<file path="config.mk">
export PLATFORM = sky130hd
export DESIGN_NAME = tmr16_event_timer
export DESIGN_NICKNAME = d
export VERILOG_FILES = /design/src/rtl/tmr_pkg.sv /design/src/rtl/tmr_prescaler.sv /design/src/rtl/tmr_edge.sv /design/src/rtl/tmr_ctrl_fsm.sv /design/src/rtl/tmr_counter.sv /design/src/rtl/tmr16_event_timer.sv
export SDC_FILE = /design/constraint.sdc
export NUM_CORES = 1
export LEC_CHECK = 0
export ABC_AREA = 1
export BUFFER_PORTS_ARGS = -buffer_cell sky130_fd_sc_hd__buf_4
export CORE_UTILIZATION = 50
export CTS_BUF_LIST = sky130_fd_sc_hd__clkbuf_4 sky130_fd_sc_hd__clkbuf_8
export CTS_CLUSTER_SIZE = 30
export DETAILED_ROUTE_END_ITERATION = 10
export PLACE_DENSITY = 0.75
export SKIP_LAST_GASP = 1
export SYNTH_ARGS = -nofsm -noshare
export SYNTH_HDL_FRONTEND = slang
export SYNTH_SLANG_ARGS = --single-unit
</file>
<file path="constraint.sdc">
create_clock -name clk -period 2.6 [get_ports clk]
set_input_delay 0.13 -clock clk [delete_from_list [all_inputs] [get_ports clk]]
set_output_delay 0.13 -clock clk [all_outputs]
set_load 0.005 [all_outputs]
</file>
<file path="src/rtl/tmr_pkg.sv">
package tmr_pkg;
    localparam int DATA_W  = 8;
    localparam int LANES   = 2;
    localparam int CNT_W   = DATA_W * LANES;
    localparam int PSEL_W  = 3;
    localparam int ADDR_W  = 2;

    localparam int B_EDGE  = 3;
    localparam int B_RUN   = 4;
    localparam int B_MODE  = 6;

    localparam logic [ADDR_W-1:0] A_CTRL = 2'd0;
    localparam logic [ADDR_W-1:0] A_LO   = 2'd1;
    localparam logic [ADDR_W-1:0] A_HI   = 2'd2;

    typedef enum logic [1:0] {
        MD_OFF   = 2'b00,
        MD_EVENT = 2'b01,
        MD_TIMER = 2'b10,
        MD_PULSE = 2'b11
    } mode_e;

    typedef enum logic [2:0] {
        ST_HALT,
        ST_EVENT,
        ST_TIMER,
        ST_PW_ARM,
        ST_PW_MEAS
    } state_e;
endpackage

</file>
<file path="src/rtl/tmr_prescaler.sv">
module tmr_prescaler #(
    parameter int SEL_W = 3
) (
    input  logic             clk,
    input  logic             rst_n,
    input  logic             clk_en,
    input  logic [SEL_W-1:0] sel,
    output logic             tick
);
    localparam int DIV_W = (1 << SEL_W) - 1;

    logic [DIV_W-1:0] div_q;
    logic [DIV_W-1:0] mask;

    always_comb begin
        mask = DIV_W'((32'd1 << sel) - 32'd1);
        tick = clk_en && ((div_q & mask) == mask);
    end

    always_ff @(posedge clk or negedge rst_n) begin
        if (!rst_n)
            div_q <= '0;
        else if (clk_en)
            div_q <= div_q + 1'b1;
    end
endmodule

</file>
<file path="src/rtl/tmr_edge.sv">
module tmr_edge (
    input  logic clk,
    input  logic rst_n,
    input  logic ev_in,
    input  logic fall_sel,
    output logic edge_hit,
    output logic active
);
    logic ev_q;

    always_ff @(posedge clk or negedge rst_n) begin
        if (!rst_n)
            ev_q <= 1'b0;
        else
            ev_q <= ev_in;
    end

    always_comb begin
        edge_hit = fall_sel ? (ev_q && !ev_in) : (!ev_q && ev_in);
        active   = ev_in ^ fall_sel;
    end
endmodule

</file>
<file path="src/rtl/tmr_ctrl_fsm.sv">
module tmr_ctrl_fsm
    import tmr_pkg::*;
#(
    parameter int DW = 8,
    parameter int SW = 3
) (
    input  logic          clk,
    input  logic          rst_n,
    input  logic          wr_ctrl,
    input  logic [DW-1:0] wr_data,
    input  logic          tick,
    input  logic          edge_hit,
    input  logic          active,
    input  logic          freeze,
    output logic [DW-1:0] ctrl_rd,
    output logic          run,
    output logic [SW-1:0] ps_sel,
    output logic          fall_sel,
    output logic          count_en
);
    mode_e  mode;
    state_e state, nxt;
    logic   pw_done;
    logic   hit;

    function automatic state_e entry_for(mode_e m);
        unique case (m)
            MD_EVENT: return ST_EVENT;
            MD_TIMER: return ST_TIMER;
            MD_PULSE: return ST_PW_ARM;
            default:  return ST_HALT;
        endcase
    endfunction

    assign pw_done = run && (mode == MD_PULSE) && (state == ST_PW_MEAS) && !active;

    always_ff @(posedge clk or negedge rst_n) begin
        if (!rst_n) begin
            ps_sel   <= '0;
            fall_sel <= 1'b0;
            run      <= 1'b0;
            mode     <= MD_OFF;
        end else if (wr_ctrl) begin
            ps_sel   <= wr_data[SW-1:0];
            fall_sel <= wr_data[B_EDGE];
            run      <= wr_data[B_RUN];
            mode     <= mode_e'(wr_data[B_MODE +: 2]);
        end else if (pw_done) begin
            run      <= 1'b0;
        end
    end

    always_ff @(posedge clk or negedge rst_n) begin
        if (!rst_n)
            state <= ST_HALT;
        else
            state <= nxt;
    end

    always_comb begin
        nxt = state;
        if (!run || mode == MD_OFF) begin
            nxt = ST_HALT;
        end else begin
            unique case (state)
                ST_HALT:   nxt = entry_for(mode);
                ST_EVENT:  nxt = entry_for(mode);
                ST_TIMER:  nxt = entry_for(mode);
                ST_PW_ARM: begin
                    if (mode != MD_PULSE) nxt = entry_for(mode);
                    else if (active)      nxt = ST_PW_MEAS;
                end
                ST_PW_MEAS: begin
                    if (mode != MD_PULSE) nxt = entry_for(mode);
                    else if (!active)     nxt = ST_HALT;
                end
                default:   nxt = ST_HALT;
            endcase
        end
    end

    always_comb begin
        hit = 1'b0;
        unique case (state)
            ST_EVENT:              hit = (mode == MD_EVENT) && edge_hit;
            ST_TIMER:              hit = (mode == MD_TIMER) && tick;
            ST_PW_ARM, ST_PW_MEAS: hit = (mode == MD_PULSE) && active && tick;
            default:               hit = 1'b0;
        endcase
        count_en = run && !freeze && hit;
        ctrl_rd  = '0;
        ctrl_rd[SW-1:0]     = ps_sel;
        ctrl_rd[B_EDGE]     = fall_sel;
        ctrl_rd[B_RUN]      = run;
        ctrl_rd[B_MODE +: 2] = mode;
    end

    // end of the active level in measurement stops the run bit
    p_pw_autostop_r7: assert property (@(posedge clk) disable iff (!rst_n)
        (state == ST_PW_MEAS && mode == MD_PULSE && run && !active && !wr_ctrl) |=> !run);

    // leaving measurement without a rewrite always goes to halt
    p_pw_exit_r7: assert property (@(posedge clk) disable iff (!rst_n)
        (state == ST_PW_MEAS && !wr_ctrl && !run) |=> (state == ST_HALT));
endmodule

</file>
<file path="src/rtl/tmr_counter.sv">
module tmr_counter #(
    parameter int DW = 8,
    parameter int NL = 2,
    parameter int CW = DW * NL
) (
    input  logic          clk,
    input  logic          rst_n,
    input  logic [NL-1:0] wr_lane,
    input  logic [DW-1:0] wr_data,
    input  logic          running,
    input  logic          count_en,
    output logic [CW-1:0] count,
    output logic          wrap,
    output logic          ovf_q
);
    localparam logic [CW-1:0] TOP = '1;

    logic [CW-1:0] preload;

    assign wrap = count_en && (count == TOP);

    always_ff @(posedge clk or negedge rst_n) begin
        if (!rst_n) begin
            count   <= '0;
            preload <= '0;
            ovf_q   <= 1'b0;
        end else begin
            ovf_q <= wrap;
            for (int l = 0; l < NL; l++) begin
                if (wr_lane[l]) preload[l*DW +: DW] <= wr_data;
            end
            if (!running) begin
                for (int l = 0; l < NL; l++) begin
                    if (wr_lane[l]) count[l*DW +: DW] <= wr_data;
                end
            end else if (count_en) begin
                count <= wrap ? preload : count + 1'b1;
            end
        end
    end

    // the cycle carrying the strobe shows the reloaded value
    p_reload_r6: assert property (@(posedge clk) disable iff (!rst_n)
        ovf_q |-> (count == $past(preload)));

    // a stopped counter without byte writes keeps its value
    p_stopped_hold_r3: assert property (@(posedge clk) disable iff (!rst_n)
        (!running && wr_lane == '0) |=> $stable(count));
endmodule

</file>
<file path="src/rtl/tmr16_event_timer.sv">
module tmr16_event_timer
    import tmr_pkg::*;
(
    input  logic              clk,
    input  logic              rst_n,
    input  logic              clk_en,
    input  logic [ADDR_W-1:0] bus_addr,
    input  logic              bus_wr,
    input  logic [DATA_W-1:0] bus_wdata,
    input  logic              bus_rd,
    output logic [DATA_W-1:0] bus_rdata,
    input  logic              ev_in,
    input  logic              irq_en,
    output logic              irq,
    output logic              ovf_strobe
);
    logic [DATA_W-1:0] ctrl_rd;
    logic [PSEL_W-1:0] ps_sel;
    logic              fall_sel, run, count_en;
    logic              tick, edge_hit, active, freeze;
    logic [LANES-1:0]  wr_lane;
    logic [CNT_W-1:0]  count;
    logic              wrap, irq_q;

    assign freeze     = bus_rd && (bus_addr == A_HI);
    assign wr_lane[0] = bus_wr && (bus_addr == A_LO);
    assign wr_lane[1] = bus_wr && (bus_addr == A_HI);

    tmr_prescaler #(.SEL_W(PSEL_W)) u_psc (
        .clk(clk), .rst_n(rst_n), .clk_en(clk_en), .sel(ps_sel), .tick(tick)
    );

    tmr_edge u_edge (
        .clk(clk), .rst_n(rst_n), .ev_in(ev_in), .fall_sel(fall_sel),
        .edge_hit(edge_hit), .active(active)
    );

    tmr_ctrl_fsm #(.DW(DATA_W), .SW(PSEL_W)) u_fsm (
        .clk(clk), .rst_n(rst_n),
        .wr_ctrl(bus_wr && (bus_addr == A_CTRL)), .wr_data(bus_wdata),
        .tick(tick), .edge_hit(edge_hit), .active(active), .freeze(freeze),
        .ctrl_rd(ctrl_rd), .run(run), .ps_sel(ps_sel), .fall_sel(fall_sel),
        .count_en(count_en)
    );

    tmr_counter #(.DW(DATA_W), .NL(LANES)) u_cnt (
        .clk(clk), .rst_n(rst_n), .wr_lane(wr_lane), .wr_data(bus_wdata),
        .running(run), .count_en(count_en), .count(count), .wrap(wrap),
        .ovf_q(ovf_strobe)
    );

    always_ff @(posedge clk or negedge rst_n) begin
        if (!rst_n)
            irq_q <= 1'b0;
        else
            irq_q <= wrap && irq_en;
    end
    assign irq = irq_q;

    always_comb begin
        unique case (bus_addr)
            A_CTRL:  bus_rdata = ctrl_rd;
            A_LO:    bus_rdata = count[DATA_W-1:0];
            A_HI:    bus_rdata = count[CNT_W-1:DATA_W];
            default: bus_rdata = '0;
        endcase
    end

    // a request only accompanies a strobe and an enabled source
    p_irq_gate_r6: assert property (@(posedge clk) disable iff (!rst_n)
        irq |-> (ovf_strobe && $past(irq_en)));

    // a high-byte read holds the count
    p_freeze_r8: assert property (@(posedge clk) disable iff (!rst_n)
        (freeze && !bus_wr) |=> $stable(count));

    // mode off never moves the count
    p_mode_off_r9: assert property (@(posedge clk) disable iff (!rst_n)
        (ctrl_rd[B_MODE +: 2] == 2'b00 && !bus_wr) |=> $stable(count));
endmodule

</file>
==> results.toml <==
[route]
avgViaCountPerCell = 5.57
drt_iter0_drc = 311
drt_first_pass_iters = 5
routedWlPerCell_microns = 15.3
finalWirelength_microns = 8640
via_count = 3150
drc = 0
ant_nets = 0

[logic_synthesis]
syn-mean-instance-area_sq_um = 7.15
seq_area_frac_synth_pct = 40.1
yosysUniqueCellTypes = 29
syn-num-nets = 474
syn_area_sq_um = 3250
yosys_warnings = 0
syn_inst = 454
synth_seq_cells = 52

[clock_network]
clockRootBuffer = "clkbuf_8"
numCtsBuffers = 5
numClockSinks = 52
cts_tree = "done"
clk_pin_slew_ns = 0.10
worstSkewPairLatency_ns = 0.31
htree_num_levels = 2
clk_path_buf_depth = 2

[sta]
setup_violations = 0
hold_violations = 0
max-slew-margin-rel_pct = 55.3
maxSlewViolCount = 0
post-route-period-util_pct = 94.5
fmax_mhz = 407
worstMarginPinSlew_ns = 0.670
finalSetupTns_ns = 0
fin_crit_ns = 2.46
fin_worst_skew_ns = 0.00908

[setup_path]
critical_path.startpoint_type = "flip-flop"
r2r_slack_ns = 0.14
reg2reg_to = "u_cnt.count[7]"
critPathRequiredTime_ns = 2.84
path_max_fanout = 8
arrival_ns = 2.70
crit_type = "reg -> reg"
path_cells = "nor2_4 > nand2_1 > ha_1 > nor2_1 > nor2_1 > nand2_1 > nor2_1 > nand3_2 > o21bai_4 > buf_4 > nand3_2 > nand2_1 > nand3_1 > a21oi_1"
cpPeakStageDelay_ns = 0.49
r2r-start = "u_fsm.ps_sel[1]"
end_kind = "flip-flop"
rr_worst_depth = 14
slowest_stage = "dfrtp_2"

[grt]
grt_max_degree = 53
grt_pass1_wl_microns = 14000
antenna_found_initial = 0
grt_usage_pct = 27.7
grt_overflow = 0
grt_pass1_vias = 2930

[hold_path]
hold_path_class = "in -> reg"
hp-start = "clk_en"
hold_depth = 2
holdPathEnd = "u_psc.div_q[0]"

[status]
status = "finished, final reports clean"

[die]
num_io_pins = 27
num_rows = 28
dieHeight_microns = 82.6
start_util_pct = 53.3
fp.dieW_microns = 82.6
dieArea_sq_um = 6820
core_area_sq_um = 6100

[place]
port-buffer-count = 26
routabilityCongestion = 0.908
dpl-instance-area_sq_um = 3510
hpwl_microns = 6180
dpl.cell_count = 548

[cells_and_area]
fillCellCount = 562
syn_to_final_growth_pct = 14.8
diodes = 0
fin_area_sq_um = 3730
fin_cells = 566
layout-drive-gt1-share_pct = 15.1
fin_nets = 510

[job]
drv_cap = 0

[power_and_ir_drop]
vdd_drop_max_mv = 0.447
p_leak_nw = 1.87
power_density_nw_per_um2 = 773
cells in the final DEF, fill, tap and decap left out, drive strengths merged, types with 3 or more instances in the layout:
master  netlist  final
nor2         50     50
nor3          4      4
a21oi        35     35
clkinv        2      3
o21ai        30     30
nand4        16     16
nand3        40     41
ha            3      3
xor2         14     14
buf           6     39
dfrtp        52     52
o221ai        7      7
clkbuf        7      5
inv          76     76
nand2       101    101
area by class of cell:
cell class | instances | area (sq um) | share of cell area (%)
Tap cell | 75 | 93.8 | 2.52
Inverter | 78 | 293 | 7.85
Clock buffer | 5 | 68.8 | 1.85
Clock inverter | 3 | 42.5 | 1.14
Multi-Input combinational cell | 312 | 1620 | 43.3
Sequential cell | 52 | 1300 | 34.9
Timing Repair Buffer | 41 | 313 | 8.39
synthesized netlist by cell type:
| master | instances | area (sq um) |
|---|---|---|
| a2111oi_0 | 1 | 8.76 |
| a21oi_1 | 35 | 175 |
| buf_2 | 4 | 20.0 |
| buf_6 | 2 | 22.5 |
| clkbuf_1 | 7 | 26.3 |
| clkinv_1 | 2 | 7.51 |
| dfrtp_1 | 52 | 1300 |
| ha_1 | 3 | 37.5 |
| inv_1 | 67 | 251 |
| inv_2 | 9 | 33.8 |
| nand2_1 | 100 | 375 |
| nand2_2 | 1 | 6.26 |
| nand3_1 | 36 | 180 |
| nand3_2 | 3 | 30.0 |
| nand3_4 | 1 | 17.5 |
| nand3b_1 | 1 | 7.51 |
| nand4_1 | 16 | 100 |
| nor2_1 | 45 | 169 |
| nor2_2 | 2 | 12.5 |
| nor2_4 | 3 | 33.8 |
| nor3_1 | 4 | 20.0 |
| nor4_1 | 2 | 12.5 |
| o21ai_0 | 30 | 150 |
| o21bai_4 | 1 | 18.8 |
| o221ai_1 | 7 | 61.3 |
| o22ai_1 | 2 | 12.5 |
| o31ai_1 | 2 | 15.0 |
| xnor2_1 | 2 | 17.5 |
| xor2_1 | 14 | 123 |
worst max-delay path by stage:
stage	startpoint	endpoint	slack, ns	cells after the start
detailed placement	u_fsm.ps_sel[1]	u_cnt.count[11]	0.13	13
floorplan	u_fsm.ps_sel[1]	u_cnt.count[0]	0.45	14
CTS	u_fsm.ps_sel[1]	u_cnt.count[15]	0.09	13
global route	u_fsm.ps_sel[1]	u_cnt.count[9]	-0.007	14
finish	u_fsm.ps_sel[1]	u_cnt.count[7]	0.14	14
global placement	u_fsm.ps_sel[1]	u_cnt.count[11]	0.28	13
worst max-delay path: cells and delay by family (launching register included):
kind / cells / cell delay, ns
AO/OA/AOI/OAI: 2 / 0.38
flip-flops: 1 / 0.49
AND/OR/NAND/NOR: 10 / 1.07
buffers and inverters: 1 / 0.17
adder cells (fa/ha/maj): 1 / 0.28
routing by layer:
metal	GRT usage, %	up-vias	routed length [microns]
met5	0	-	0
met4	8.45	0	165
met3	5.16	22	790
met2	41.7	168	3760
met1	40.2	1419	3930
li1	-	1541	-
sequential cells by signal (all words and copies together), names as in the netlist:
register	cells
u_cnt.ovf_q	1
u_edge.ev_q	1
u_fsm.mode	2
u_fsm.fall_sel	1
u_psc.div_q	7
u_fsm.run	1
irq	1
u_cnt.count	16
u_cnt.preload	16
u_fsm.state	3
u_fsm.ps_sel	3
cell families after synthesis:
| logic type | after synthesis | share of synthesized area (%) |
|---|---|---|
| and+or+nand+nor | 214 | 29.7 |
| AOI/OAI and AO/OA | 78 | 13.6 |
| xor gates and xnor gates | 16 | 4.32 |
| adders and majority gates | 3 | 1.16 |
| DFF | 52 | 40.1 |
| buffers and inverters | 91 | 11.1 |
power breakdown:
part           total, mW  leakage [nW]  switching, mW  internal (mW)
sequential          1.23         0.622          0.214           1.02
combinational       1.08          1.19          0.664          0.413
clock              0.569        0.0541          0.284          0.285
total               2.88          1.87           1.16           1.72
per-stage QoR:
step	hold WS, ns	worst slack, ns	utilization, %	total power [mW]
6_report	0.0165	0.143	61.2	2.88
5_1_grt	0.0127	-0.00697	61.2	3.10
4_1_cts	0.0109	0.0858	59.8	2.85
3_5_place_dp	0.214	0.128	57.6	2.28
3_3_place_gp	0.211	0.282	57.6	2.23
2_1_floorplan	-0.166	0.449	-	1.96
repair_timing:
item | 4_1_cts | 5_1_grt
gates resized for setup | 0 | 7
hold buffers | 2 | 0
endpoints found under the setup margin | 0 | 16
hold endpoints to repair | 53 | 0
setup buffers | 0 | 7
Power figures use the tool's default switching activity.
